==> src/rtl/pwt_pkg.sv <==
package pwt_pkg;

    typedef enum logic [1:0] {
        ST_IDLE  = 2'd0,
        ST_GATE  = 2'd1,
        ST_COUNT = 2'd2
    } run_state_t;

    localparam int unsigned REG_CTRL    = 0;
    localparam int unsigned REG_STAT    = 1;
    localparam int unsigned REG_RATE_HI = 2;
    localparam int unsigned REG_RATE_LO = 3;

    localparam int unsigned CTRL_RUN_BIT = 0;
    localparam int unsigned CTRL_SRC_BIT = 1;
    localparam int unsigned CTRL_IEN_BIT = 2;
    localparam int unsigned STAT_FLG_BIT = 0;

endpackage

==> src/rtl/pwt_regs.sv <==
module pwt_regs
    import pwt_pkg::*;
#(
    parameter int unsigned RATE_W = 16,
    parameter int unsigned ADDR_W = 2
) (
    input  logic              clk,
    input  logic              rst_n,
    input  logic              wr_en,
    input  logic              rd_en,
    input  logic [ADDR_W-1:0] addr,
    input  logic [7:0]        wdata,
    output logic [7:0]        rdata,
    input  logic              timeout,
    output logic              run,
    output logic              src_bus,
    output logic              irq_en,
    output logic [RATE_W-1:0] rate,
    output logic              flag
);

    localparam int unsigned HI_W = RATE_W - 8;

    logic       wr_ctrl, wr_stat, wr_hi, wr_lo;
    logic [7:0] hi_byte;
    logic [7:0] rd_mux;

    always_comb begin
        wr_ctrl = wr_en && (addr == ADDR_W'(REG_CTRL));
        wr_stat = wr_en && (addr == ADDR_W'(REG_STAT));
        wr_hi   = wr_en && (addr == ADDR_W'(REG_RATE_HI));
        wr_lo   = wr_en && (addr == ADDR_W'(REG_RATE_LO));
    end

    always_comb begin
        hi_byte             = '0;
        hi_byte[HI_W-1:0]   = rate[RATE_W-1:8];
        rd_mux              = '0;
        if (addr == ADDR_W'(REG_CTRL)) begin
            rd_mux[CTRL_RUN_BIT] = run;
            rd_mux[CTRL_SRC_BIT] = src_bus;
            rd_mux[CTRL_IEN_BIT] = irq_en;
        end else if (addr == ADDR_W'(REG_STAT)) begin
            rd_mux[STAT_FLG_BIT] = flag;
        end else if (addr == ADDR_W'(REG_RATE_HI)) begin
            rd_mux = hi_byte;
        end else if (addr == ADDR_W'(REG_RATE_LO)) begin
            rd_mux = rate[7:0];
        end
    end

    always_ff @(posedge clk) begin
        if (!rst_n) begin
            run     <= 1'b0;
            src_bus <= 1'b0;
            irq_en  <= 1'b0;
            rate    <= '0;
            flag    <= 1'b0;
            rdata   <= '0;
        end else begin
            if (wr_ctrl) begin
                run     <= wdata[CTRL_RUN_BIT];
                src_bus <= wdata[CTRL_SRC_BIT];
                irq_en  <= wdata[CTRL_IEN_BIT];
            end
            if (wr_hi && !run) rate[RATE_W-1:8] <= wdata[HI_W-1:0];
            if (wr_lo && !run) rate[7:0]        <= wdata;
            if (timeout)
                flag <= 1'b1;
            else if (wr_stat && wdata[STAT_FLG_BIT])
                flag <= 1'b0;
            if (rd_en) rdata <= rd_mux;
        end
    end

    // the rate cannot move in a cycle that started with run set
    a_r3_rate_locked: assert property (@(posedge clk) disable iff (!rst_n)
        $past(run) |-> $stable(rate));

    // the flag only falls after a write of one to the status bit
    a_r7_flag_sticky: assert property (@(posedge clk) disable iff (!rst_n)
        ($past(flag) && !($past(wr_stat) && $past(wdata[STAT_FLG_BIT]))) |-> flag);

endmodule

==> src/rtl/pwt_gate_sync.sv <==
module pwt_gate_sync (
    input  logic clk,
    input  logic rst_n,
    input  logic run,
    input  logic aux_tick,
    output logic gate_open
);

    logic stage1;

    always_ff @(posedge clk) begin
        if (!rst_n || !run) begin
            stage1    <= 1'b0;
            gate_open <= 1'b0;
        end else if (aux_tick) begin
            stage1    <= 1'b1;
            gate_open <= stage1;
        end
    end

    // the gate only opens on an auxiliary tick
    a_r6_gate_on_tick: assert property (@(posedge clk) disable iff (!rst_n)
        $rose(gate_open) |-> $past(aux_tick));

endmodule

==> src/rtl/pwt_core.sv <==
module pwt_core
    import pwt_pkg::*;
#(
    parameter int unsigned RATE_W = 16
) (
    input  logic              clk,
    input  logic              rst_n,
    input  logic              run,
    input  logic              src_bus,
    input  logic              aux_tick,
    input  logic              gate_open,
    input  logic [RATE_W-1:0] rate,
    output logic              timeout
);

    localparam int unsigned CNT_W = RATE_W + 1;

    run_state_t       state, state_nxt;
    logic [CNT_W-1:0] cnt;
    logic [CNT_W-1:0] reload;
    logic             src_tick;
    logic             counting;

    assign reload = {rate, 1'b1};

    always_ff @(posedge clk) begin
        if (!rst_n) state <= ST_IDLE;
        else        state <= state_nxt;
    end

    always_comb begin
        state_nxt = state;
        src_tick  = src_bus ? 1'b1 : aux_tick;
        counting  = 1'b0;
        timeout   = 1'b0;
        unique case (state)
            ST_IDLE: begin
                if (run) state_nxt = src_bus ? ST_COUNT : ST_GATE;
            end
            ST_GATE: begin
                if (!run)                      state_nxt = ST_IDLE;
                else if (src_bus || gate_open) state_nxt = ST_COUNT;
            end
            ST_COUNT: begin
                if (!run) state_nxt = ST_IDLE;
                counting = run && src_tick;
                timeout  = counting && (cnt == '0);
            end
            default: state_nxt = ST_IDLE;
        endcase
    end

    always_ff @(posedge clk) begin
        if (!rst_n) begin
            cnt <= '0;
        end else if (state != ST_COUNT || !run) begin
            cnt <= reload;
        end else if (counting) begin
            cnt <= (cnt == '0) ? reload : cnt - 1'b1;
        end
    end

    // while counting the counter never exceeds the reload value
    a_r4_cnt_bound: assert property (@(posedge clk) disable iff (!rst_n)
        (state == ST_COUNT) |-> (cnt <= reload));

    // clearing run returns the controller to idle on the next edge
    a_r9_stop_idle: assert property (@(posedge clk) disable iff (!rst_n)
        !run |=> (state == ST_IDLE));

endmodule

==> src/rtl/periodic_wake_timer.sv <==
module periodic_wake_timer #(
    parameter int unsigned RATE_W = 16,
    parameter int unsigned ADDR_W = 2
) (
    input  logic              clk,
    input  logic              rst_n,
    input  logic              bus_wr,
    input  logic              bus_rd,
    input  logic [ADDR_W-1:0] bus_addr,
    input  logic [7:0]        bus_wdata,
    output logic [7:0]        bus_rdata,
    input  logic              aux_tick,
    output logic              irq_o
);

    logic              run, src_bus, irq_en, flag, timeout, gate_open;
    logic [RATE_W-1:0] rate;

    pwt_regs #(.RATE_W(RATE_W), .ADDR_W(ADDR_W)) u_regs (
        .clk(clk), .rst_n(rst_n), .wr_en(bus_wr), .rd_en(bus_rd),
        .addr(bus_addr), .wdata(bus_wdata), .rdata(bus_rdata),
        .timeout(timeout), .run(run), .src_bus(src_bus),
        .irq_en(irq_en), .rate(rate), .flag(flag)
    );

    pwt_gate_sync u_sync (
        .clk(clk), .rst_n(rst_n), .run(run),
        .aux_tick(aux_tick), .gate_open(gate_open)
    );

    pwt_core #(.RATE_W(RATE_W)) u_core (
        .clk(clk), .rst_n(rst_n), .run(run), .src_bus(src_bus),
        .aux_tick(aux_tick), .gate_open(gate_open), .rate(rate),
        .timeout(timeout)
    );

    assign irq_o = flag && irq_en;

    // an interrupt needs the enable bit
    a_r8_irq_masked: assert property (@(posedge clk) disable iff (!rst_n)
        !irq_en |-> !irq_o);

endmodule

==> config.mk <==
export PLATFORM = sky130hd
export DESIGN_NAME = periodic_wake_timer
export DESIGN_NICKNAME = d
export VERILOG_FILES = /design/src/rtl/pwt_pkg.sv /design/src/rtl/pwt_regs.sv /design/src/rtl/pwt_gate_sync.sv /design/src/rtl/pwt_core.sv /design/src/rtl/periodic_wake_timer.sv
export SDC_FILE = /design/constraint.sdc
export NUM_CORES = 1
export LEC_CHECK = 0
export CAP_MARGIN = 20
export CORE_ASPECT_RATIO = 1.2
export CORE_MARGIN = 3
export CORE_UTILIZATION = 51
export CTS_BUF_LIST = sky130_fd_sc_hd__clkbuf_16
export CTS_CLUSTER_DIAMETER = 80
export CTS_CLUSTER_SIZE = 10
export DETAILED_ROUTE_END_ITERATION = 7
export HOLD_SLACK_MARGIN = 0.1
export MAX_ROUTING_LAYER = met4
export PLACE_DENSITY_LB_ADDON = 0.08
export SYNTH_ARGS = -nofsm -noshare
export SYNTH_HDL_FRONTEND = slang
export SYNTH_SLANG_ARGS = --single-unit
==> constraint.sdc <==
create_clock -name clk -period 1.9 [get_ports clk]
set_clock_uncertainty 0.1 [all_clocks]
set_input_delay 0.285 -clock clk [delete_from_list [all_inputs] [get_ports clk]]
set_output_delay 0.285 -clock clk [all_outputs]
set_load 0.02 [all_outputs]
; ---- After elaboration in Yosys (flattened, before gate mapping)
; Index checks and enable logic that the tools add are counted.
[totals]
regBits = 49
[op_classes]
add_sub_neg = 1
eq_ne = 9
n_mux = 20
n_reduce_logical = 21
[op_table]
columns = operator, count
row1 = $mux W17, 3
row2 = $logic_not A17 Y1, 1
row3 = $sub A17 B1 Y17 const B, 1
row4 = $mux W8, 2
row5 = $logic_and A1 B1 Y1, 10
row6 = $mux W2, 5
row7 = $mux W7, 1
row8 = $eq A2 B2 Y1 const B, 3
row9 = $mux W1, 6
row10 = $ne A2 B2 Y1 const B, 3
row11 = $pmux W2 S3, 1
row12 = $mux W5, 1
row13 = $eq A2 B1 Y1 const B, 2
row14 = $logic_not A2 Y1, 2
row15 = $reduce_bool A2 Y1, 2
row16 = $logic_or A1 B1 Y1, 3
row17 = $mux W3, 1
row18 = $ne A3 B2 Y1 const B, 1
row19 = $reduce_and A3 Y1, 1
row20 = $logic_not A1 Y1, 2

; ---- Longest topological paths before layout
[logic_depth]
word_depth = 5
depth_mapped = 8

; ---- By module
; A second synthesis with hierarchy kept.
[hier_totals]
hier_cells = 296
hier_area_um2 = 2597.5
[modules_own_cells]
columns = mod, instances, cells_per_inst, area_per_inst_um2, seq_area_each_um2
row1 = pwt_core, 1, 166, 1316.3, 380.4
row2 = pwt_regs, 1, 122, 1209.9, 560.5
row3 = pwt_gate_sync, 1, 7, 65.1, 40.0
row4 = periodic_wake_timer, 1, 1, 6.3, 0.0

; ---- Worst setup path before layout
; Ideal clock, no wire load.
[synth_timing]
path_kind = flip-flop to flip-flop
start = register u_core.cnt[0]
end = register u_core.cnt[5]
t_arrival_ns = 1.700
t_required_ns = 1.681
slack_ns = -0.019
path_stages_with_launch = 9
path_buffers = 1
period_less_slack_ns = 1.919
cell_sequence = dfxtp_1 > inv_1 > ha_1 > nor4b_2 > and4_1 > buf_4 > nor2_1 > a31oi_1 > o221a_1
[synth_via]
elab_chain_len = 4
word_cells_on_any_way = 5
[synth_lines]
columns = element, line_no
row1 = from (decl), pwt_core.sv:19  ; logic [CNT_W-1:0] cnt;
row2 = from (signal assigned), pwt_core.sv:57  ; cnt <= reload;
row3 = from (signal assigned), pwt_core.sv:59  ; cnt <= (cnt == '0) ? reload : cnt - 1'b1;
row4 = $sub A17 B1 Y17 or $logic_not A17 Y1 (tied branches), pwt_core.sv:59
row5 = $mux W17 (*), pwt_core.sv:59
row6 = $mux W17 (*), pwt_core.sv:58  ; end else if (counting) begin
row7 = $mux W17 (*), pwt_core.sv:56  ; end else if (state != ST_COUNT || !run) begin
; Mark *: on every way between the ends. The rest lies on a longest branch, timed or not. The select of a mux whose other input is x is not followed.
; A chain may end at the register's enable or synchronous reset.

; ---- Final worst setup path
[layout_timing]
start = register u_core.cnt[8]
end = register u_core.cnt[10]
; The elaborated chain is that of the path after synthesis.

==> metrics.md <==
| Metric | Value |
|---|---|
| Clk root buf | clkbuf_16 |
| TritonCTS Buffers | 5 |
| Fmax | approximately 0.52 GHz |
| Post-DP HPWL | 4980 microns |
| Final wirelength | 6880 microns |
| Rows | 27 |
| M1 WL | ~2900 microns |
| Placer Congestion | between 0.9 and 1 |
| Worst setup SP type | flop |
| Syn_nets | between 300 and 400 |
| Placement Setup Slack | -0.179 ns |
| Clk Latency, worst-skew pair | slightly below 0.3 ns |
| Crit-path max FO | 7 |
| MaxCap Viol Count | 0 |
| Crit-path max cell delay | approximately 0.32 ns |
| Die height | about 83 microns |
| Mapped Cells | slightly below 300 |
| Min-delay src | u_sync.stage1 |
| Post-synthesis compound-gate area fraction | 0.208 |
| Post-synthesis mux area share | 0.0895 |
| Data required, critical path | approximately 2.0 ns |
| CTS sink cnt | between 40 and 50 |
| CP most frequent cell | buf_4 |
| Min cycle time layout | approximately 1.9 ns |
| Top_reg_cell synth | dfxtp_1 |
| Largest net degree at the start of global routing | 39 |
| Final Cycle Share | 1.02 |
| Crit path launch | u_core.cnt[8] |
| Initial Util | 0.540 |
| Avg Cell Area, Syn | around 8.6 sq um |
| VDD IR max | between 400 and 500 uV |
| Hold Crit Class | reg2reg |
| DR WL met2 | approximately 3500 microns |
| Util after Layout | 0.740 |
| Max-slew violations | 0 |
| RSZ-0062 raised after global routing | yes |
| Post-synth ARST share | 0 |
| Iter 0 DRT Violations | between 200 and 250 |
| Worst setup EP type | flop |
| Largest family of logic cells by synthesized area | simple AND/OR/NAND/NOR gates |
| Final hold violations | 0 |
| Most frequent cells in the layout | buf_4 (45), dfxtp_1 (44), nand2_1 (40) |
| Nets | between 300 and 400 |
| Vias in the first global route | about 2500 |
| Final setup violating endpoints | 3 |
| LEAKAGE | between 0.001 and 0.0015 uW |
| Synth Area in Adders | 0.00995 |
| Tightest Pin Transition | about 0.46 ns |
| Status | finished, violations left |
| Num ports | 24 |
| Xor-xnor portion of the synthesized cell area | 0.00348 |
| Final Instance Count excl. Fillers | between 400 and 500 |
| Register area share after synthesis | 0.390 |
| Worst r2r src | u_core.cnt[8] |
| Worst slew margin | 0.692 |
| Critical path arrival | about 2 ns |
| Clock-pin slew on the worst setup and hold paths | roughly 0.060 ns |
| First-pass GRT wire length | approximately 11000 microns |
| Maximum clock path buffer count | 2 |
| Initial antenna violation count | 0 |
| DR vias/cell | a little under 6 |
| Layout cells sized above 1 | 0.254 |
| CORE AREA | 4660 sq um |
| WS Path Type | reg2reg |
| CP Cell Sequence | buf_4 > nor4_2 > buf_4 > and4_4 > or3_1 > a21oi_1 > a311o_1 |
| IO buf count | 23 |
| Flop-to-flop setup slack | -0.03 ns |
| GRT Resource Usage Total | 0.247 |
| H-tree depth reported by CTS | 2 |
| Antenna viol nets, final | 0 |
| P per Cell Area | ~750 nW/um^2 |
| Synth cell types | 56 |
| Routed wl met3 | roughly 380 microns |
| Worst hold margin | 0.378 ns |
| Wire per inst | 16.4 microns |
| Placed insts | between 400 and 500 |
| Failing checks | setup timing |
| Number of synthesized flops with an enable pin | 0 |
| Area Overhead vs Synth | 37.1% |
| DRT Pass-1 Iters | 5 |
| Simple-Gate Fraction of Synth Area | 0.259 |
| Commonest non-fill, non-tap cell in the layout | buf_4 |
| Number of diodes | 0 |
| Synth warn | 0 |
| Total power | 2600 uW |
| Fin worst setup slack | -0.0289 ns |
| Yosys reg bits | about 50 |
| DR top layer | met4 |
| Hold buffers post-CTS | 0 |
| Critical-path top delay cell | dfxtp_2 |
| Die X | 70.1 microns |
| Global route overflow | 0 |
| Die area | approximately 5800 sq um |
| Synth Cell Area | ~2500 sq um |
| DRC Markers | 0 |
| CTS tree | done |
| Via Count | about 2500 |
Yosys cell counts, types with 2 or more instances:
master,count,area share
mux2_2,2,0.0090
a21boi_1,3,0.0090
a21boi_0,12,0.036
and3_1,2,0.0050
dfxtp_1,49,0.39
a21oi_1,12,0.024
a22oi_1,5,0.015
nor4_2,2,0.0099
a31oi_1,3,0.0075
clkbuf_1,10,0.015
and3b_1,2,0.0070
mux2i_1,18,0.072
nand3_1,14,0.028
nor2b_1,12,0.030
inv_1,9,0.013
a41oi_1,2,0.0070
nand2_1,40,0.060
nor4_1,4,0.0099
o21a_1,3,0.0090
o21ai_0,13,0.026
and2_1,6,0.015
nand4_1,2,0.0050
ha_1,2,0.0099
nor3_1,6,0.012
o22ai_1,8,0.020
or4_1,4,0.012
o31ai_1,3,0.0090
or3_1,2,0.0050
nor2_1,15,0.022
o211a_1,2,0.0080
cell type report:
| type | count | area, sq um |
|---|---|---|
| clock buffers | 5 | 125 |
| clock inverters | 3 | 65.1 |
| fillers | 346 | 1210 |
| inverters | 9 | 33.8 |
| multi-input cells | 221 | 1500 |
| flip-flops and latches | 49 | 987 |
| well taps | 58 | 72.6 |
| repair buffers | 75 | 667 |
metal layers:
metal,up-vias,track usage
met5,-,-
met4,0,0.108
met3,20,0.0351
met2,91,0.416
met1,1165,0.292
li1,1209,-
sequential cells by signal (all words and copies together) (netlist names):
name	cells
u_core.cnt	17
u_sync.stage1	1
u_regs.src_bus	1
u_regs.rate	16
u_regs.run	1
u_regs.flag	1
u_sync.gate_open	1
u_regs.irq_en	1
u_core.state	2
u_regs.rdata	8
metrics by stage:
step / TNS [ns] / instance area (sq um)
2_1_floorplan: 0 / 2520
3_3_place_gp: -1.86 / 3150
3_5_place_dp: -1.82 / 3150
4_1_cts: -0.0325 / 3380
5_1_grt: -0.647 / 3450
6_report: -0.0595 / 3450
logic make-up after synthesis:
family | count (synthesis)
XOR/XNOR | 1
adder cells (fa/ha/maj) | 2
multiplexers | 21
flip-flops | 49
AO/OA/AOI/OAI | 77
AND/OR/NAND/NOR | 120
buffers and inverters | 23
worst paths after layout:
path / cells past startpoint / to
setup reg to reg: 7 / u_core.cnt[10]
hold reg to reg: 2 / u_sync.stage1
hold / removal: 2 / u_sync.stage1
setup / recovery: 7 / u_core.cnt[10]
power breakdown:
| part | switching (uW) | internal [uW] |
|---|---|---|
| Clock | 382 | 752 |
| Combinational | 186 | 201 |
| Sequential | 24.4 | 1050 |
repair_timing:
item	in CTS	in global routing
setup buffers	2	2
gates resized for setup	8	17
gates cloned	0	1
setup endpoints to repair	15	15
pin swaps	1	5
hold endpoints to repair	0	0
worst max-delay path, delay by kind of cell, from the launching register on:
kind	cells	cell delay [ns]
simple gates	3	0.71
flops	1	0.32
buf+inv	2	0.30
compound gates	2	0.38
(Power assumes the default switching activity.)
